## config.mk

```make
export PLATFORM = sky130hd
export DESIGN_NAME = cal_trim_divider
export DESIGN_NICKNAME = d
export VERILOG_FILES = /design/src/rtl/cal_trim_divider.sv
export SDC_FILE = /design/constraint.sdc
export NUM_CORES = 1
export LEC_CHECK = 0
export ABC_AREA = 0
export BUFFER_PORTS_ARGS = -buffer_cell sky130_fd_sc_hd__buf_2
export CORE_MARGIN = 8
export CORE_UTILIZATION = 61
export CTS_CLUSTER_SIZE = 25
export DETAILED_ROUTE_END_ITERATION = 10
export PLACE_DENSITY = 0.9
export SYNTH_ARGS = -nofsm -noshare
export SYNTH_HDL_FRONTEND = slang
export SYNTH_SLANG_ARGS = --single-unit
```

## constraint.sdc

```tcl
create_clock -name clk -period 6.5 [get_ports clk]
set_clock_uncertainty 0.15 [all_clocks]
set_input_delay 1.3 -clock clk [delete_from_list [all_inputs] [get_ports clk]]
set_output_delay 1.3 -clock clk [all_outputs]
set_load 0.005 [all_outputs]
```

## src/rtl/cal_trim_divider.sv

```systemverilog
module cal_trim_divider #(
  parameter int OSC_PER_SEC = 32768,
  parameter int SEC_PER_MIN = 60,
  parameter int MIN_PER_CYC = 64,
  parameter int SHORTEN     = 256,
  parameter int LENGTHEN    = 128,
  parameter int FT_HALF     = 32
) (
  input  logic                           clk,
  input  logic                           rst_n,
  input  logic                           osc_en,
  input  logic                           cal_we,
  input  logic [7:0]                     cal_wdata,
  input  logic                           stop_bit,
  input  logic                           div_clr,
  input  logic                           pwr_down,
  output logic                           sec_tick,
  output logic [$clog2(SEC_PER_MIN)-1:0] sec_pos,
  output logic [$clog2(MIN_PER_CYC)-1:0] min_pos,
  output logic                           pin_drive_low
);
  localparam int SUB_W = $clog2(OSC_PER_SEC + LENGTHEN);
  localparam int SEC_W = $clog2(SEC_PER_MIN);
  localparam int MIN_W = $clog2(MIN_PER_CYC);
  localparam int FT_W  = $clog2(FT_HALF);
  localparam logic [SUB_W-1:0] LIM_NOM  = SUB_W'(OSC_PER_SEC - 1);
  localparam logic [SUB_W-1:0] LIM_FAST = SUB_W'(OSC_PER_SEC - SHORTEN - 1);
  localparam logic [SUB_W-1:0] LIM_SLOW = SUB_W'(OSC_PER_SEC + LENGTHEN - 1);

  logic [7:0]       cal_q;
  logic [SUB_W-1:0] sub_cnt;
  logic [SUB_W-1:0] lim;
  logic [FT_W-1:0]  ft_cnt;
  logic             ft_lvl;
  logic [MIN_W:0]   trim_span;
  logic             trim_now;

  wire run      = osc_en & ~stop_bit;
  wire sec_last = (sec_pos == SEC_W'(SEC_PER_MIN - 1));
  wire min_last = (min_pos == MIN_W'(MIN_PER_CYC - 1));

  assign trim_span = (MIN_W + 1)'({cal_q[4:0], 1'b0});
  assign trim_now  = (sec_pos == '0) && ({1'b0, min_pos} < trim_span);

  always_comb begin
    lim = LIM_NOM;
    if (trim_now) lim = cal_q[5] ? LIM_FAST : LIM_SLOW;
  end

  always_ff @(posedge clk) begin
    if (!rst_n) begin
      cal_q <= 8'h80;
    end else begin
      if (cal_we)   cal_q    <= cal_wdata;
      if (pwr_down) cal_q[6] <= 1'b0;
    end
  end

  always_ff @(posedge clk) begin
    if (!rst_n) begin
      sub_cnt  <= '0;
      sec_pos  <= '0;
      min_pos  <= '0;
      sec_tick <= 1'b0;
    end else begin
      sec_tick <= 1'b0;
      if (div_clr) begin
        sub_cnt <= '0;
        sec_pos <= '0;
      end else if (run) begin
        if (sub_cnt >= lim) begin
          sub_cnt  <= '0;
          sec_tick <= 1'b1;
          if (sec_last) begin
            sec_pos <= '0;
            min_pos <= min_last ? '0 : min_pos + 1'b1;
          end else begin
            sec_pos <= sec_pos + 1'b1;
          end
        end else begin
          sub_cnt <= sub_cnt + 1'b1;
        end
      end
    end
  end

  always_ff @(posedge clk) begin
    if (!rst_n) begin
      ft_cnt <= '0;
      ft_lvl <= 1'b1;
    end else if (run) begin
      if (ft_cnt == FT_W'(FT_HALF - 1)) begin
        ft_cnt <= '0;
        ft_lvl <= ~ft_lvl;
      end else begin
        ft_cnt <= ft_cnt + 1'b1;
      end
    end
  end

  assign pin_drive_low = cal_q[6] ? ~ft_lvl : ~cal_q[7];
endmodule


```

# Word-level counts from Yosys, hierarchy flattened
# Index checks and enable logic that the tools add are counted.
# totals
wordCells	40
input_bits	15
regBits	43
# classes
eq_ne	3
reduce_logical	8
order_cmp	2
bitwise_logic	7
addsub	4
muxes	8
# op_table
operator	n
$mux 16	3
$add 16x1->16 const B	1
$ge 16x16->1	1
$add 6x1->6 const B	2
$eq 6x6->1 const B	2
$mux 6	2
$logic_not 6->1	1
$lt 6x6->1	1
$not 1->1	6
$add 5x1->5 const B	1
$eq 5x5->1 const B	1
$mux 5	1
$reduce_and 2->1	2
$reduce_and 4->1	1
$reduce_or 2->1	2
$reduce_or 3->1	1
$mux 1	2
$and 1x1->1	1
$logic_and 1x1->1	1

# Logic depth before layout (Yosys ltp)
# Gate-level depths: netlist (run 1).
# logic_depth
ltp_word	5
ltp_mapped	13
depth_no_buf	12

# Worst setup path before layout (run 1)
# No wires, ideal clock.
# synth_path
path_type	register -> register
startpoint	reg min_pos[3]
endpoint	reg sub_cnt[10]
arrival_time_ns	2.715
path_slack_ns	3.572
stages_incl_launch_ff	13
cell_sequence	dfxtp_1 > ha_1 > a21oi_1 > o21ai_0 > a311o_1 > ha_1 > nor4_1 > nand3_1 > a41oi_1 > o32a_4 > nand2_2 > buf_4 > nor2_1
# synth_via
elab_chain_cells	5
# synth_rtl
element	line_no	source
start: declaration	19	output logic [$clog2(MIN_PER_CYC)-1:0] min_pos,
start signal: assignment	76	min_pos <= min_last ? '0 : min_pos + 1'b1;
$lt 6x6->1	43	assign trim_now = (sec_pos == '0) && ({1'b0, min_pos} < trim_span);
$logic_and 1x1->1	43	
$mux 16	47	if (trim_now) lim = cal_q[5] ? LIM_FAST : LIM_SLOW;
$ge 16x16->1	71	if (sub_cnt >= lim) begin
$mux 16	71	
end signal: assignment	81	sub_cnt <= sub_cnt + 1'b1;
end: declaration	31	logic [SUB_W-1:0] sub_cnt;
# Every way passes these cells.
# A chain may end at the register's enable or synchronous reset.

# Worst setup path after layout (run 1)
# layout_path
startpoint	reg min_pos[3]
endpoint	reg sub_cnt[7]
# Same word-level chain as after synthesis.

==> impl_metrics.ini, run 1 <==
[placed_design]
gp_congestion = 0.8028
place_area_um2 = 2374
pre_cts_ws_ns = 3.137
dp_hpwl_mm = 3.311
port_buffers = 28
dp.cells = 317

[worst_setup_path]
cpLargestDelayFamily = compound AO/OA/AOI/OAI gates
critPathKind = flip-flop to flip-flop
critPathSlowestCell = dfxtp_1
crit_top_cell = ha_1
cpPeakStageDelay_ns = 0.51
crit_chain = ha_1 > a21oi_1 > o21ai_0 > a311o_1 > ha_1 > nor4_1 > nand3_1 > a41oi_1 > o32a_4 > nand2_2 > nor2_1
arrival_ns = 3.52
worst_r2r_path_depth = 11
startpoint_type = flip-flop
reg2reg_slack_ns = 3.12
r2r-start = min_pos[3]
crit_buf_inv = 0
required_ns = 6.64
worst-path-stages = 11
cp_max_fo = 15
crit_start = min_pos[3]
worst_setup_path_end_kind = flip-flop
rr_endpoint = sub_cnt[7]

[run]
maxCapViolations = 0

[yosys]
async_reset_ff_frac = 0
ys_warn_count = 0
synth_cell_type_count = 44
synth_edf_count = 0
synthesis.area_um2 = 2200
ys.flop_type = dfxtp_1
ys_seq_area_frac = 0.3914
syn_avg_cell_area_um2 = 8.905
synthesis.nets = 274
syn_inst = 247
yosys_register_bits = 43

[clock_tree]
clkLatencyLatePin_ns = 0.36
htree_levels = 2
cts_setup_buffers = 0
cts_made_buffers = 5
clockBufferDepth = 2
clockRootBuffer = clkbuf_4
ctsHoldBuffers = 0
clock_sinks = 43
cts_resized = 0
clk_pin_slew_worst_paths_ns = 0.13
cts_tree = done

[floorplan]
design.core.area_um2 = 3551
die-area_um2 = 5784
die_w_um = 76.05
dieHeight_um = 76.05
initial_core_util = 0.6195
rows = 22
io_pins = 29

[timing]
hold_viol = 0
post-route-min-period_ns = 3.385
fin_ws_ns = 3.115
worst_slew_pin_slew_ns = 0.6812
report.final.slew_viol_count = 0
fin_crit_sh = 0.5207
tns_ns = 0
grt_setup_unrepaired = false
max_freq_ghz = 0.2955
slew_headroom = 0.5449
setup_viol = 0

[global_routing]
grt_util_all_layers = 0.1640
overflow = 0
antenna_found_initial = 0
grt_pass1_wl_mm = 8.038
grt_start_max_net_pins = 26
grt_pass1_vias = 1784

[run_status]
status = completed

[hold_path]
holdPathStages = 2
min_to = sub_cnt[1]
min_path_type = flip-flop to flip-flop
hp-start = sub_cnt[1]

[layout]
antenna-diode-count = 0
multi_input_area_um2 = 1282
postLayoutCellArea_um2 = 2460
fillers = 273
layout_common_cells = dfxtp_1 (43), nand2_1 (28), buf_2 (28), nor2_1 (27)
drive_gt1_frac = 0.1588
final_nets = 303
register_area_um2 = 860.8
mostFrequentLayoutCell = dfxtp_1
syn_to_final_growth_pct = 11.83
final_cells = 325

[detailed_routing]
drt-total-wl_mm = 4.511
vias_per_cell = 5.757
vias = 1871
antenna_left = 0
wire_per_inst_um = 13.88
dr.pass1.iters = 4
drtIter0Drc = 108
post-route-drc-count = 0

[power]
power_density_nw_per_um2 = 194.7
total_power_uw = 478.9
ir_drop_mv = 0.1320
p_leak_uw = 0.0009928
==> final cells by class <==
cell class | count | share of cell area
multi-input combinational | 190 | 0.5214
sequential | 43 | 0.3499
clock inverter | 2 | 0.01424
tap | 48 | 0.02442
inverter | 8 | 0.01221
timing repair buffer | 28 | 0.05697
clock buffer | 6 | 0.02085
==> how the worst max path moves through the flow <==
stage / to / slack (ns)
global placement: sec_pos[4] / 3.23
global route: sub_cnt[8] / 2.91
floorplan: sub_cnt[10] / 3.57
detailed placement: sec_pos[4] / 3.14
CTS: sub_cnt[13] / 3.14
finish: sub_cnt[7] / 3.12
==> state kept, by name, summed over array words and instances, names as in the netlist <==
register,count
cal_q,8
min_pos,6
sec_tick,1
sub_cnt,16
sec_pos,6
ft_lvl,1
ft_cnt,5
==> metrics by stage <==
step             util  hold slack (ns)
2_1_floorplan       -           0.2908
3_3_place_gp   0.6684           0.3071
3_5_place_dp   0.6684           0.3194
4_1_cts        0.6927           0.3406
5_1_grt        0.6927           0.3725
6_report       0.6927           0.3454
==> worst reg2reg max path: stages, from the launching register on <==
cell     delay [ns]
dfxtp_1        0.51
ha_1           0.30
a21oi_1        0.16
o21ai_0        0.15
a311o_1        0.45
ha_1           0.26
nor4_1         0.17
nand3_1        0.11
a41oi_1        0.39
o32a_4         0.29
nand2_2        0.20
nor2_1         0.18
==> logic make-up after synthesis <==
logic type                 after synthesis  synth area share
buffers and inverters                   14           0.02560
xor gates and xnor gates                15           0.05973
AOI/OAI and AO/OA                       30            0.1069
adders and majority gates               12           0.06826
muxes                                   15           0.06826
DFF                                     43            0.3914
and+or+nand+nor                        118            0.2799
==> cells in the mapped netlist (all sizes together) (2+ instances only) <==
cell	n	area, µm²
dfxtp	43	860.8
xor2	6	52.55
nor4b	2	17.52
nor3	4	25.02
xnor2	9	78.83
nor4	3	33.78
buf	2	11.26
a21oi	6	30.03
o221a	2	22.52
clkbuf	4	15.01
or3	2	12.51
o21ai	6	30.03
ha	12	150.1
nand2	29	111.4
nor2b	15	93.84
nor2	27	101.4
a31oi	3	18.77
mux2i	15	150.1
or2	2	12.51
nand4	9	56.30
nand2b	5	31.28
a21boi	3	22.52
nand3	11	55.05
and3	5	31.28
inv	8	30.03
==> report_power, final <==
| group | internal, µW | switching (µW) |
|---|---|---|
| Combinational | 13.7 | 18.1 |
| Clock | 90.9 | 86.4 |
| Sequential | 267 | 2.68 |
| Total | 372 | 107 |
==> per-layer routing <==
layer  part of all wire  GRT usage  vias up  wire length (µm)
met3              0.052    0.05071        7               235
li1                   -          -      931                 -
met1               0.46     0.1890      886              2086
met4              0.014    0.07692        0                62
met5                  0          0        -                 0
met2               0.47     0.2699       47              2127
Power figures use the tool's default switching activity.
==> run 2: changes to the inputs <==
- ABC_AREA: 0 -> 1
- CORE_UTILIZATION: 61 -> 51
- PLACE_DENSITY: 0.9 -> 0.81
- clock period: 6.5 -> 3 ns (I/O delays scaled with it)
==> impl_metrics.ini, run 2 <==
[placed_design]
place_area_um2 = 2407
port_buffers = 28
gp_congestion = 0.8318
pre_cts_ws_ns = 0.2502
dp_hpwl_mm = 3.402
dp.cells = 381

[timing]
worst_slew_pin_slew_ns = 0.6188
fin_ws_ns = 0.3091
grt_setup_unrepaired = true
max_freq_ghz = 0.3716
setup_viol = 0
hold_viol = 0
post-route-min-period_ns = 2.691
fin_crit_sh = 0.8970
slew_headroom = 0.5859
report.final.slew_viol_count = 0
tns_ns = 0

[yosys]
synthesis.nets = 333
synth-xor-area-share = 0.05087
synth_top_area_frac = 0.3846
async_reset_ff_frac = 0
synth_cell_type_count = 31
ys_top_cells_by_count = nor2_1 (51), nand2_1 (50), dfxtp_1 (43)
ys_warn_count = 0
synth_adder_area_share = 0.06708
syn_inst = 306
yosysMostFrequentCell = nor2_1
synthesis.area_um2 = 2238
ys_seq_area_frac = 0.3846
synth_edf_count = 0
synthMuxAreaShare = 0.004472
synth.largest_area_cell = dfxtp_1
synth_area_leaders = dfxtp_1 (38%), nor2_1 (8.6%), nand2_1 (8.4%)
ys.flop_type = dfxtp_1
yosys.area_share.simple = 0.3113
syn_avg_cell_area_um2 = 7.315
synth_top_family_by_area = simple AND/OR/NAND/NOR gates
synth_compound_area_frac = 0.09503
yosys_register_bits = 43

[worst_setup_path]
r2r-start = min_pos[3]
critPathKind = flip-flop to flip-flop
cp_max_fo = 14
worst_r2r_path_depth = 19
worst_setup_path_end_kind = flip-flop
critPathSlowestCell = dfxtp_1
reg2reg_slack_ns = 0.31
arrival_ns = 2.76
rr_endpoint = sub_cnt[10]
crit_top_cell = nand2_1
cpPeakStageDelay_ns = 0.35
required_ns = 3.07
startpoint_type = flip-flop
crit_chain = ha_1 > nand2_1 > inv_1 > nand2_1 > nand2_1 > nand2_1 > and2_2 > ha_1 > nand2_1 > nand2_1 > nor2_1 > nand2_1 > nand4_1 > nand2_1 > nand2_2 > nand2_4 > nand2_8 > nand2_8 > nor3b_2

[power]
p_sw_frac = 0.2265
p_switching_uw = 223.2
power_density_nw_per_um2 = 391.4
comb_power_share = 0.071
p_clk_frac = 0.334
total_power_uw = 985.7
internal_power_uw = 762.5
ir_drop_mv = 0.2946
seq_power_share = 0.595
p_leak_uw = 0.001069

[floorplan]
io_pins = 29
rows = 24
design.core.area_um2 = 4294
initial_core_util = 0.5213
die_w_um = 82.25
dieHeight_um = 82.25
die-area_um2 = 6765

[global_routing]
grt_util_all_layers = 0.1518
antenna_found_initial = 0
grt_start_max_net_pins = 15
overflow = 0
grt_pass1_wl_mm = 8.383
grt_pass1_vias = 2007

[layout]
reg_top3 = sub_cnt (16), cal_q (8)
largest_reg_flops = 16
antenna-diode-count = 0
postLayoutCellArea_um2 = 2519
final_nets = 364
layout_common_cells = nor2_1 (51), nand2_1 (50), dfxtp_1 (43), inv_1 (36), buf_2 (28)
final_cells = 388
syn_to_final_growth_pct = 12.52
regMostFlops = sub_cnt
drive_gt1_frac = 0.1518
mostFrequentLayoutCell = nor2_1

[hold_path]
holdPathStages = 2
min_path_type = flip-flop to flip-flop
min_to = cal_q[2]
hp-start = cal_q[2]

[clock_tree]
cts_made_buffers = 5
clockBufferDepth = 2
htree_levels = 2
ctsHoldBuffers = 0
cts_tree = done
clockRootBuffer = clkbuf_8
clock_sinks = 43
clkLatencyLatePin_ns = 0.29
clk_pin_slew_worst_paths_ns = 0.07

[detailed_routing]
vias_per_cell = 5.119
dr.pass1.iters = 4
drt-total-wl_mm = 4.497
post-route-drc-count = 0
wire_per_inst_um = 11.59
antenna_left = 0
drtIter0Drc = 81
vias = 1986

[run]
maxCapViolations = 0

[run_status]
status = completed
==> run 2: repair_timing <==
item | 4_1_cts | 5_1_grt
setup buffers | 0 | 1
gates resized for setup | 0 | 6
setup endpoints to repair | 0 | 15
==> run 2: cells by family after synthesis <==
logic type,after synthesis
AOI/OAI and AO/OA,40
xor gates and xnor gates,13
adders and majority gates,12
buffers and inverters,46
DFF,43
muxes,1
and+or+nand+nor,151
==> run 2: layout make-up <==
| class | instances | area, µm² |
|---|---|---|
| Tap cell | 52 | 65.06 |
| Fill cell | 390 | 1775 |
| Multi-Input combinational cell | 217 | 1215 |
| Clock buffer | 6 | 72.57 |
| Inverter | 40 | 150.1 |
| Sequential cell | 43 | 860.8 |
| Timing Repair Buffer | 30 | 155.1 |
==> run 2: critical path, delay by kind of cell, from the launching register on <==
kind	cells	cell delay, ns
AND/OR/NAND/NOR	16	1.48
adder cells (fa/ha/maj)	2	0.60
flip-flops	1	0.35
buffers and inverters	1	0.04
==> run 2: worst max-delay path by stage <==
stage,startpoint,end,slack [ns]
after floorplan,min_pos[3],sub_cnt[3],0.57
after global placement,min_pos[3],sub_cnt[10],0.37
after detailed placement,min_pos[3],sub_cnt[10],0.25
after CTS,min_pos[3],sub_cnt[10],0.22
after global routing,min_pos[3],sub_cnt[10],-0.05
final,min_pos[3],sub_cnt[10],0.31
==> run 2: power by group through the flow <==
stage | combinational, µW | clock, µW | sequential [µW]
2_1_floorplan | 50.3 | 0 | 598
3_3_place_gp | 66.4 | 0 | 599
3_5_place_dp | 69.0 | 0 | 599
4_1_cts | 69.3 | 338 | 586
5_1_grt | 81.9 | 364 | 587
6_report | 70.0 | 329 | 586
==> run 2: routing by layer <==
layer,vias to the layer above,routed length [µm],GRT usage
met2,40,2021,0.2404
met4,0,29,0.04561
met3,4,213,0.04870
li1,1058,-,-
met1,884,2233,0.1919
met5,-,0,0
==> run 2: stage by stage <==
step             util  hold WS, ns
3_3_place_gp   0.5606       0.2932
5_1_grt        0.5865       0.3149
3_5_place_dp   0.5606       0.3017
4_1_cts        0.5775       0.3104
6_report       0.5865       0.3142
2_1_floorplan       -       0.2782
